<file path="src/rtl/spiclk_pkg.sv">
package spiclk_pkg;
  // Per-profile control bits as seen by the generator.
  typedef struct packed {
    logic acc_rst_on_loop;
    logic dbl_rate;
    logic launch_rise;
    logic latch_rise;
    logic rx_async;
  } spiclk_prof_t;

  localparam int unsigned FLAG_CNT = 2;
endpackage

</file>
<file path="src/rtl/spiclk_rst_sync.sv">
module spiclk_rst_sync #(
  parameter int unsigned STAGES = 2
) (
  input  logic clk,
  input  logic rst_n,
  output logic rst_sync_n
);
  logic [STAGES-1:0] sync_q;

  always_ff @(posedge clk or negedge rst_n) begin
    if (!rst_n) sync_q <= '0;
    else        sync_q <= {sync_q[STAGES-2:0], 1'b1};
  end

  assign rst_sync_n = sync_q[STAGES-1];
endmodule

</file>
<file path="src/rtl/spiclk_phase_accum.sv">
module spiclk_phase_accum #(
  parameter int unsigned FREQ_W   = 16,
  parameter int unsigned MOD_LOG2 = 11
) (
  input  logic              clk,
  input  logic              rst_n,
  input  logic              run,
  input  logic              loop_start,
  input  logic              rst_on_loop,
  input  logic [FREQ_W-1:0] freq_word,
  output logic              wrap
);
  localparam int unsigned MODULUS = 1 << MOD_LOG2;
  localparam int unsigned ACC_W   = MOD_LOG2;
  localparam int unsigned SUM_W   = MOD_LOG2 + 2;

  logic [ACC_W-1:0] acc_q, acc_d;
  logic [SUM_W-1:0] step, sum;
  logic             clear, acc_en, over;

  always_comb begin
    clear  = loop_start & rst_on_loop;
    step   = (freq_word > FREQ_W'(MODULUS)) ? SUM_W'(MODULUS) : SUM_W'(freq_word);
    sum    = {2'b00, acc_q} + step;
    over   = (sum >= SUM_W'(MODULUS));
    wrap   = run & ~clear & over;
    acc_en = run | clear;
    if (clear)     acc_d = '0;
    else if (over) acc_d = ACC_W'(sum - SUM_W'(MODULUS));
    else           acc_d = ACC_W'(sum);
  end

  always_ff @(posedge clk or negedge rst_n) begin
    if (!rst_n)      acc_q <= '0;
    else if (acc_en) acc_q <= acc_d;
  end
endmodule

</file>
<file path="src/rtl/spiclk_edge_gen.sv">
module spiclk_edge_gen (
  input  logic clk,
  input  logic rst_n,
  input  logic run,
  input  logic wrap,
  input  logic cpol,
  input  logic launch_rise,
  input  logic latch_rise,
  output logic sclk,
  output logic launch_en,
  output logic latch_en
);
  logic ph_q, ph_d;
  logic launch_q, launch_d, latch_q, latch_d;
  logic lvl_d, moved;

  always_comb begin
    ph_d     = run ? (ph_q ^ wrap) : 1'b0;
    lvl_d    = ph_d ^ cpol;
    moved    = run & wrap;
    launch_d = moved & (lvl_d == launch_rise);
    latch_d  = moved & (lvl_d == latch_rise);
  end

  always_ff @(posedge clk or negedge rst_n) begin
    if (!rst_n) begin
      ph_q     <= 1'b0;
      launch_q <= 1'b0;
      latch_q  <= 1'b0;
    end else begin
      ph_q     <= ph_d;
      launch_q <= launch_d;
      latch_q  <= latch_d;
    end
  end

  assign sclk      = ph_q ^ cpol;
  assign launch_en = launch_q;
  assign latch_en  = latch_q;
endmodule

</file>
<file path="src/rtl/spiclk_flag_regs.sv">
module spiclk_flag_regs #(
  parameter int unsigned N = 2
) (
  input  logic         clk,
  input  logic         rst_n,
  input  logic [N-1:0] d,
  output logic [N-1:0] q
);
  for (genvar i = 0; i < N; i++) begin : g_flag
    logic f_q;
    always_ff @(posedge clk or negedge rst_n) begin
      if (!rst_n) f_q <= 1'b0;
      else        f_q <= d[i];
    end
    assign q[i] = f_q;
  end
endmodule

</file>
<file path="src/rtl/spiclk_gen.sv">
module spiclk_gen #(
  parameter int unsigned FREQ_W   = 16,
  parameter int unsigned MOD_LOG2 = 11,
  parameter int unsigned RST_SYNC = 2
) (
  input  logic              clk,
  input  logic              rst_n,
  input  logic              run,
  input  logic              loop_start,
  input  logic [FREQ_W-1:0] freq_word,
  input  logic              acc_rst_on_loop,
  input  logic              dbl_rate_sel,
  input  logic              launch_rise,
  input  logic              latch_rise,
  input  logic              rx_async_sel,
  input  logic              cpol,
  output logic              sclk,
  output logic              launch_en,
  output logic              latch_en,
  output logic              rx_async_path,
  output logic              dbl_rate_mode
);
  import spiclk_pkg::*;

  spiclk_prof_t                prof;
  logic                        rst_sync_n;
  logic                        wrap;
  logic [FLAG_CNT-1:0]         flags_d, flags_q;

  assign prof = '{acc_rst_on_loop: acc_rst_on_loop, dbl_rate: dbl_rate_sel,
                  launch_rise: launch_rise, latch_rise: latch_rise,
                  rx_async: rx_async_sel};

  spiclk_rst_sync #(.STAGES(RST_SYNC)) u_rst (
    .clk(clk), .rst_n(rst_n), .rst_sync_n(rst_sync_n)
  );

  spiclk_phase_accum #(.FREQ_W(FREQ_W), .MOD_LOG2(MOD_LOG2)) u_acc (
    .clk(clk), .rst_n(rst_sync_n), .run(run), .loop_start(loop_start),
    .rst_on_loop(prof.acc_rst_on_loop), .freq_word(freq_word), .wrap(wrap)
  );

  spiclk_edge_gen u_edge (
    .clk(clk), .rst_n(rst_sync_n), .run(run), .wrap(wrap), .cpol(cpol),
    .launch_rise(prof.launch_rise), .latch_rise(prof.latch_rise),
    .sclk(sclk), .launch_en(launch_en), .latch_en(latch_en)
  );

  assign flags_d = {prof.dbl_rate, prof.rx_async};

  spiclk_flag_regs #(.N(FLAG_CNT)) u_flags (
    .clk(clk), .rst_n(rst_sync_n), .d(flags_d), .q(flags_q)
  );

  assign rx_async_path = flags_q[0];
  assign dbl_rate_mode = flags_q[1];
endmodule

</file>
<file path="config.mk">
export PLATFORM = sky130hd
export DESIGN_NAME = spiclk_gen
export DESIGN_NICKNAME = d
export VERILOG_FILES = /design/src/rtl/spiclk_pkg.sv /design/src/rtl/spiclk_rst_sync.sv /design/src/rtl/spiclk_phase_accum.sv /design/src/rtl/spiclk_edge_gen.sv /design/src/rtl/spiclk_flag_regs.sv /design/src/rtl/spiclk_gen.sv
export SDC_FILE = /design/constraint.sdc
export NUM_CORES = 1
export LEC_CHECK = 0
export BUFFER_PORTS_ARGS = -buffer_cell sky130_fd_sc_hd__buf_2
export CAP_MARGIN = 10
export CORE_UTILIZATION = 50
export DETAILED_ROUTE_END_ITERATION = 10
export PLACE_DENSITY = 0.83
export SYNTH_ARGS = -nofsm -noshare
export SYNTH_HDL_FRONTEND = slang
export SYNTH_SLANG_ARGS = --single-unit
</file>
<file path="constraint.sdc">
create_clock -name clk -period 1.6 [get_ports clk]
set_input_delay 0.08 -clock clk [delete_from_list [all_inputs] [get_ports clk]]
set_output_delay 0.08 -clock clk [all_outputs]
set_load 0.03 [all_outputs]
</file>
==> impl_metrics.py, run 1 <==
metrics = {
    "grt": {
        "globalRouteTotalUtil_pct": 34.8,
        "grt_pass1_vias": 1485,
        "grt_antenna_before_repair": 0,
        "grt_start_max_net_pins": 21,
        "grt_pass1_wl_mm": 6.91,
        "grt_overflow_total": 0,
    },
    "layout": {
        "layout_commonest_cell": "sky130_fd_sc_hd__buf_4",
        "final_core_utilization_pct": 85.9,
        "diode_insertion_count_for_antenna_repair": 0,
        "final_layout_size_suffix_gt1_share_pct": 56.1,
        "final_cell_mix": "38 x sky130_fd_sc_hd__buf_4, 29 x sky130_fd_sc_hd__buf_2, 18 x sky130_fd_sc_hd__dfrtp_1, 11 x sky130_fd_sc_hd__nor2_1, 9 x sky130_fd_sc_hd__ha_4",
        "filler_cell_count": 128,
        "final_cells": 242,
        "final_nets": 251,
        "layout-area-overhead-vs-synth_pct": 61.4,
    },
    "pwr": {
        "power_density_over_the_cells_nw_per_um2": 516,
        "internal_power_mw": 0.756,
        "power.sequential.fraction_pct": 46.4,
        "share_clk_of_total_power_pct": 27.5,
        "design_power_total_mw": 1.10,
        "switching_share_pct": 31.1,
        "cellLeakagePower_nw": 1.05,
        "ir_worst_vdd_uv": 515,
        "switchingPower_mw": 0.342,
        "power.combinational.fraction_pct": 26.0,
    },
    "logic_synthesis": {
        "gate_count_after_technology_mapping": 139,
        "synthArstFlopShare_pct": 100,
        "synth_cell_type_count": 36,
        "share_of_the_yosys_chip_area_belonging_to_registers_pct": 34.2,
        "syn-cell-area_um2": 1320,
        "synth-edff-count": 0,
        "syn_area_per_cell_um2": 9.48,
        "synthesis.nets": 177,
        "ys.warnings.count": 0,
        "postSynth.topFlopCell": "sky130_fd_sc_hd__dfrtp_1",
        "postSynthRegisterBits": 18,
    },
    "timing": {
        "report.final.hold_viol_count": 0,
        "achievable-frequency_ghz": 0.412,
        "layout_setup_ws_ps": -829,
        "clock_skew_ps": 7.40,
        "drv_slew": 0,
        "whs_ps": 72.0,
        "rsz0062_at_grt": "true",
        "slew-limit-headroom_pct": 54.5,
        "period_minus_ws_final_ps": 2430,
        "final_min_period_over_clock_period_pct": 152,
        "setup_violations": 13,
        "worstMarginPinSlew_ps": 682,
    },
    "clock_tree": {
        "tritoncts.num_buffers": 3,
        "clock_tree_from_tritoncts": "done",
        "cts.clk_slew.worst_paths_ps": 110,
        "clock_tree.htree_level_count": 1,
        "cts_buffer_depth": 2,
        "clock_latency_at_the_later_pin_of_the_worst_skew_pair_ps": 310,
        "clock_sink_count": 18,
        "root_buffer": "sky130_fd_sc_hd__clkbuf_4",
    },
    "status": {
        "violations": "negative setup slack",
        "status": "complete, but fails checks",
    },
    "setup_path": {
        "critPathCaptureType": "flip-flop",
        "worstSetupPathType": "primary input to flip-flop",
        "cp_data_arrival_time_ps": 2650,
        "cp_max_fo": 4,
        "critical_path_required_ps": 1830,
        "setup.worst_path.start_class": "primary input",
    },
    "placement": {
        "dpl.cell_count": 228,
        "dp_slack_ps": -1060,
        "place.gp.congestion": 1.01,
        "number_of_input_and_output_port_buffers_inserted": 30,
        "hpwlAfterDp_mm": 2.89,
    },
    "die": {
        "core_region_area_um2": 2480,
        "initial_core_utilization_pct": 53.2,
        "core.rowCount": 18,
        "die_wd_um": 53.3,
        "die-height_um": 53.3,
        "ios": 31,
        "die-area_um2": 2840,
    },
    "routing": {
        "wirelength_mm": 4.95,
        "route.detailed.wl_per_inst_um": 20.5,
        "drt-pass1-iter-count": 4,
        "final_antenna_net_count": 0,
        "detailroute.via_count": 1493,
        "remaining_drc_errors": 0,
        "route.detailed.vias_per_inst": 6.17,
        "drt-initial-drc-count": 70,
    },
    "worst_hold_path": {
        "hold_class": "primary input to asynchronous set/reset pin",
    },
    "flow_run": {
        "max_cap_check_violation_count": 0,
    },
}
-- flip-flops by register name, summed over array words and instances (netlist names) --
register / flops
u_acc.acc_q: 11
u_edge.launch_en: 1
u_edge.ph_q: 1
u_edge.latch_en: 1
u_rst.sync_q: 2
u_flags.g_flag.f_q: 2
-- cell usage after synthesis (2+ instances only) --
master,count,area (µm²)
sky130_fd_sc_hd__o211ai_1,2,15.0
sky130_fd_sc_hd__nand2b_1,3,18.8
sky130_fd_sc_hd__dfrtp_1,18,450
sky130_fd_sc_hd__ha_1,11,138
sky130_fd_sc_hd__a211oi_1,4,30.0
sky130_fd_sc_hd__nand3_1,7,35.0
sky130_fd_sc_hd__xnor2_1,8,70.1
sky130_fd_sc_hd__nor4_1,2,12.5
sky130_fd_sc_hd__nor3b_1,2,15.0
sky130_fd_sc_hd__and3_1,5,31.3
sky130_fd_sc_hd__mux2i_1,8,80.1
sky130_fd_sc_hd__inv_1,2,7.51
sky130_fd_sc_hd__and2_1,9,56.3
sky130_fd_sc_hd__nor2_1,11,41.3
sky130_fd_sc_hd__nand2_1,5,18.8
sky130_fd_sc_hd__a21o_1,5,37.5
sky130_fd_sc_hd__clkbuf_1,3,11.3
sky130_fd_sc_hd__and2_2,3,22.5
sky130_fd_sc_hd__nor3_1,2,10.0
sky130_fd_sc_hd__o21ai_0,7,35.0
sky130_fd_sc_hd__a21oi_1,6,30.0
sky130_fd_sc_hd__xor2_1,2,17.5
-- cell families (layout without fill, tap and decap cells) --
family	after synthesis	count (layout)	share of synthesized area [%]
adder cells (fa/ha/maj)	12	12	12.0
AO/OA/AOI/OAI	32	32	16.1
XOR/XNOR	10	10	6.65
multiplexers	9	9	7.12
buffers and inverters	5	78	1.42
flip-flops	18	18	34.2
other	1	1	0.285
AND/OR/NAND/NOR	52	52	22.2
-- layout make-up --
| type | count | area (µm²) | share of cell area, % |
|---|---|---|---|
| clock buffers | 4 | 36.3 | 1.71 |
| inverters | 2 | 7.51 | 0.353 |
| multi-input cells | 116 | 1110 | 52.3 |
| flip-flops and latches | 18 | 450 | 21.2 |
| well taps | 30 | 37.5 | 1.76 |
| repair buffers | 72 | 483 | 22.7 |
-- metal layers --
metal	GRT usage, %	part of all wire, %	wire (µm)
met1	38.3	36	1810
met2	63.7	49	2440
met3	6.90	7.2	357
met4	14.5	6.9	344
met5	0	0	0
-- power groups by stage --
stage               clock network, mW  registers, mW  logic, mW
floorplan                           0          0.523      0.112
global placement                    0          0.511      0.222
detailed placement                  0          0.512      0.232
CTS                             0.298          0.508      0.256
global route                    0.320          0.514      0.303
finish                          0.302          0.510      0.286
-- path summary, 6_finish.rpt --
check	to	cells past startpoint	slack (ps)	from
setup / recovery	u_edge.ph_q$_DFF_PN0_	14	-830	freq_word[0]
hold reg to reg	u_edge.latch_en$_DFF_PN0_	0	280	u_rst.sync_q[1]$_DFF_PN0_
setup reg to reg	u_acc.acc_q[10]$_DFFE_PN0P_	9	-520	u_acc.acc_q[0]$_DFFE_PN0P_
max in group asynchronous	u_acc.acc_q[0]$_DFFE_PN0P_	0	880	u_rst.sync_q[1]$_DFF_PN0_
hold / removal	u_rst.sync_q[1]$_DFF_PN0_	2	70	rst_n
min in group clk	u_edge.launch_en$_DFF_PN0_	3	120	launch_rise
-- per-stage QoR --
stage	TNS [ps]	cell area, µm²
after floorplan	-6820	1340
after global placement	-9740	1760
after detailed placement	-10580	1760
after CTS	-5020	2010
after global routing	-7440	2130
final	-7300	2130
-- critical path, stage by stage --
cell and delay (ps):
sky130_fd_sc_hd__buf_2 120, sky130_fd_sc_hd__nor4_2 410, sky130_fd_sc_hd__nand3_2 180, sky130_fd_sc_hd__a21oi_4 220
sky130_fd_sc_hd__buf_4 160, sky130_fd_sc_hd__and2_4 160, sky130_fd_sc_hd__ha_4 150, sky130_fd_sc_hd__o21ai_1 90
sky130_fd_sc_hd__buf_4 160, sky130_fd_sc_hd__o21ai_2 180, sky130_fd_sc_hd__nand3_1 110, sky130_fd_sc_hd__nand3_2 100
sky130_fd_sc_hd__mux2i_2 290, sky130_fd_sc_hd__mux2i_1 250
-- what timing repair did --
action / in CTS / in global routing
gates resized for setup: 26 / 21
buffers inserted: 6 / 1
hold buffers: 3 / 0
endpoints found under the hold margin: 4 / 0
endpoints found under the setup margin: 13 / 13
pin swaps: 17 / 15
Note: power is estimated with default switching activity, not from simulation.
==> run 2, diff against run 1 <==
--- a/config.mk
+++ b/config.mk
@@ -12,4 +12,5 @@
 export PLACE_DENSITY = 0.83
 export SYNTH_ARGS = -nofsm -noshare
 export SYNTH_HDL_FRONTEND = slang
+export SYNTH_HIERARCHICAL = 1
 export SYNTH_SLANG_ARGS = --single-unit
==> run 2 against run 1 <==
The flow still finishes with violations (negative setup slack). Clock power down 7.6%. Worst setup slack worse by 370 ps. Final area up 0.94%. Combinational power down 4%. Count of clock-buffer cells in the layout unchanged. Via count down 6.9%. Worst hold slack worse by 36 ps. Utilization up 0.81 points. Final cell count down 1.7%. Non-clock buffer count up 1. Critical endpoint is now u_edge/ph_q$_DFF_PN0_. Largest power group unchanged.
==> impl_metrics.py, run 2 <==
metrics = {
    "die": {
        "die-area_um2": 2840,
        "initial_core_utilization_pct": 53.1,
        "core.rowCount": 18,
        "die_wd_um": 53.3,
        "ios": 31,
        "core_region_area_um2": 2480,
        "die-height_um": 53.3,
    },
    "logic_synthesis": {
        "ys.warnings.count": 6,
        "syn-cell-area_um2": 1320,
        "synth-edff-count": 0,
        "postSynth.topFlopCell": "sky130_fd_sc_hd__dfrtp_1",
        "share_of_the_yosys_chip_area_belonging_to_registers_pct": 34.2,
        "synth_cell_type_count": 40,
        "synth.area.top_cells": "sky130_fd_sc_hd__dfrtp_1 34%, sky130_fd_sc_hd__ha_1 10%, sky130_fd_sc_hd__mux2i_1 6.1%, sky130_fd_sc_hd__and2_1 5.7%, sky130_fd_sc_hd__xnor2_1 4.0%",
        "synthArstFlopShare_pct": 100,
        "postSynthRegisterBits": 18,
        "synthMostInstantiatedCell": "sky130_fd_sc_hd__dfrtp_1",
        "syn_area_per_cell_um2": 9.75,
        "ys_top_cells_by_count": "18 x sky130_fd_sc_hd__dfrtp_1, 12 x sky130_fd_sc_hd__and2_1, 12 x sky130_fd_sc_hd__nor2_1",
        "gate_count_after_technology_mapping": 135,
        "synth_top_area_share_pct": 34.2,
        "synthesis.nets": 173,
        "synth.largest_area_cell": "sky130_fd_sc_hd__dfrtp_1",
    },
    "routing": {
        "route.detailed.vias_per_inst": 5.84,
        "drt-pass1-iter-count": 4,
        "route.detailed.wl_per_inst_um": 21.4,
        "detailroute.via_count": 1390,
        "final_antenna_net_count": 0,
        "drt-initial-drc-count": 50,
        "wirelength_mm": 5.09,
        "remaining_drc_errors": 0,
    },
    "setup_path": {
        "timing.critical_path.slowest_stage_cell": "sky130_fd_sc_hd__a2111oi_4",
        "worstSetupPathType": "primary input to flip-flop",
        "cp_data_arrival_time_ps": 3000,
        "r2r_setup_slack_ps": -1010,
        "critPathBufInv": 1,
        "cp_max_fo": 8,
        "critical_path_required_ps": 1800,
        "critPathCaptureType": "flip-flop",
        "cp_top_family": "compound AO/OA/AOI/OAI gates",
        "setup.worst_path.start_class": "primary input",
        "worst_path_largest_cell_delay_ps": 480,
        "crit_path_cell_trace": "buf_2 -> nor4_4 -> nand3_2 -> a21oi_4 -> and2_4 -> ha_4 -> a21o_1 -> a311oi_4 -> o31ai_4 -> a2111oi_4 -> nor3_4 -> xor2_1 -> and2_1",
        "crit-reg2reg-capture": "u_edge/ph_q$_DFF_PN0_",
        "worstReg2RegStart": "u_acc/acc_q[0]$_DFFE_PN0P_",
        "timing.reg2reg.worst_path_depth": 9,
    },
    "placement": {
        "dpl.cell_count": 226,
        "place.gp.congestion": 0.850,
        "number_of_input_and_output_port_buffers_inserted": 30,
        "hpwlAfterDp_mm": 2.67,
        "dp_slack_ps": -1330,
    },
    "timing": {
        "worstMarginPinSlew_ps": 637,
        "layout_setup_ws_ps": -1200,
        "period_minus_ws_final_ps": 2800,
        "report.final.hold_viol_count": 0,
        "final_min_period_over_clock_period_pct": 175,
        "rsz0062_at_grt": "true",
        "drv_slew": 0,
        "achievable-frequency_ghz": 0.357,
        "clock_skew_ps": 7.28,
        "slew-limit-headroom_pct": 57.5,
        "setup_violations": 13,
        "setup_tns_after_final_layout_ps": -9740,
    },
    "clock_tree": {
        "tritoncts.num_buffers": 3,
        "clock_latency_at_the_later_pin_of_the_worst_skew_pair_ps": 300,
        "root_buffer": "sky130_fd_sc_hd__clkbuf_4",
        "clock_sink_count": 18,
        "clock_tree.htree_level_count": 1,
        "cts_buffer_depth": 2,
        "cts.clk_slew.worst_paths_ps": 100,
        "clock_tree_from_tritoncts": "done",
    },
    "pwr": {
        "cellLeakagePower_nw": 1.01,
        "power_density_over_the_cells_nw_per_um2": 492,
        "design_power_total_mw": 1.06,
        "ir_worst_vdd_uv": 818,
    },
    "layout": {
        "final_core_utilization_pct": 86.7,
        "final_layout_size_suffix_gt1_share_pct": 52.9,
        "diode_insertion_count_for_antenna_repair": 0,
        "largest_register_ff_count": 11,
        "final_cells": 238,
        "layout-area-overhead-vs-synth_pct": 63.1,
        "regMostFlops": "u_acc/acc_q",
        "reg.largest.list": "u_acc/acc_q x11, u_flags/g_flag.f_q x2, u_rst/sync_q x2",
        "layout_commonest_cell": "sky130_fd_sc_hd__buf_4",
        "final_nets": 247,
        "final_cell_mix": "36 x sky130_fd_sc_hd__buf_4, 29 x sky130_fd_sc_hd__buf_2, 18 x sky130_fd_sc_hd__dfrtp_1, 12 x sky130_fd_sc_hd__nor2_1",
    },
    "grt": {
        "grt_overflow_total": 0,
        "grt_start_max_net_pins": 19,
        "grt_antenna_before_repair": 0,
        "grt_pass1_wl_mm": 6.22,
        "globalRouteTotalUtil_pct": 32.2,
        "grt_pass1_vias": 1411,
    },
    "worst_hold_path": {
        "hold_class": "primary input to flip-flop",
        "hold-path-endpoint": "u_edge/latch_en$_DFF_PN0_",
        "min-delay-start": "latch_rise",
        "timing.hold.worst_path_depth": 3,
    },
    "status": {
        "violations": "negative setup slack",
        "status": "complete, but fails checks",
    },
    "flow_run": {
        "max_cap_check_violation_count": 0,
    },
}
[run 2: cells by family (layout without fill, tap and decap cells)]
group                      Yosys count  count (layout)  share of synthesized area, %
AOI/OAI and AO/OA                   29              29                          17.4
xor gates and xnor gates             9               9                          6.56
adders and majority gates           12              12                          12.0
buffers and inverters                7              80                          2.57
DFF                                 18              18                          34.2
muxes                                8               8                          6.08
other                                1               1                         0.285
and+or+nand+nor                     51              51                          20.9
[run 2: worst register-to-register path, stage by stage, from the launching register on]
cell	delay (ps)
sky130_fd_sc_hd__dfrtp_1	420
sky130_fd_sc_hd__ha_4	200
sky130_fd_sc_hd__fa_2	380
sky130_fd_sc_hd__a21o_1	200
sky130_fd_sc_hd__a221oi_2	360
sky130_fd_sc_hd__o21ai_2	140
sky130_fd_sc_hd__a2111oi_4	420
sky130_fd_sc_hd__nor3_4	100
sky130_fd_sc_hd__xor2_1	150
sky130_fd_sc_hd__and2_1	150
[run 2: layer usage]
metal	track usage [%]	vias up	part of all wire, %	wire (µm)
li1	-	626	-	-
met1	30.7	664	36	1820
met2	60.0	73	55	2790
met3	10.3	27	4.1	207
met4	17.1	0	5.4	275
met5	0	-	0	0
[run 2: worst max path at each step]
stage	from	end	slack (ps)	depth (start not counted)
floorplan	freq_word[15]	u_edge/ph_q$_DFF_PN0_	-1070	12
global placement	freq_word[0]	u_edge/ph_q$_DFF_PN0_	-1230	14
detailed placement	freq_word[0]	u_edge/ph_q$_DFF_PN0_	-1330	14
CTS	freq_word[15]	u_edge/ph_q$_DFF_PN0_	-930	12
global route	freq_word[15]	u_edge/ph_q$_DFF_PN0_	-1240	12
finish	freq_word[0]	u_edge/ph_q$_DFF_PN0_	-1200	13
[run 2: what timing repair did]
item | in CTS | in global routing
hold endpoints to repair | 4 | 0
setup buffers | 6 | 3
pin swaps | 12 | 14
gates resized for setup | 18 | 16
hold buffers | 3 | 0
setup endpoints to repair | 13 | 13
[run 2: report_power, final]
part | switching, mW | internal [mW]
Sequential | 0.0262 | 0.476
Combinational | 0.141 | 0.134
Clock | 0.140 | 0.139
Total | 0.307 | 0.749
[run 2: cell type report]
cell class | count | area, µm²
multi-input cells | 110 | 1110
repair buffers | 73 | 502
flip-flops and latches | 18 | 450
fillers | 123 | 330
well taps | 30 | 37.5
clock buffers | 4 | 36.3
inverters | 3 | 11.3
[run 2: per-stage QoR]
step | instance area (µm²) | hold slack (ps)
after CTS | 2050 | 35.8
after global placement | 1850 | -135
after global routing | 2150 | 51.3
final | 2150 | 36.3
after floorplan | 1420 | -216
after detailed placement | 1850 | -132
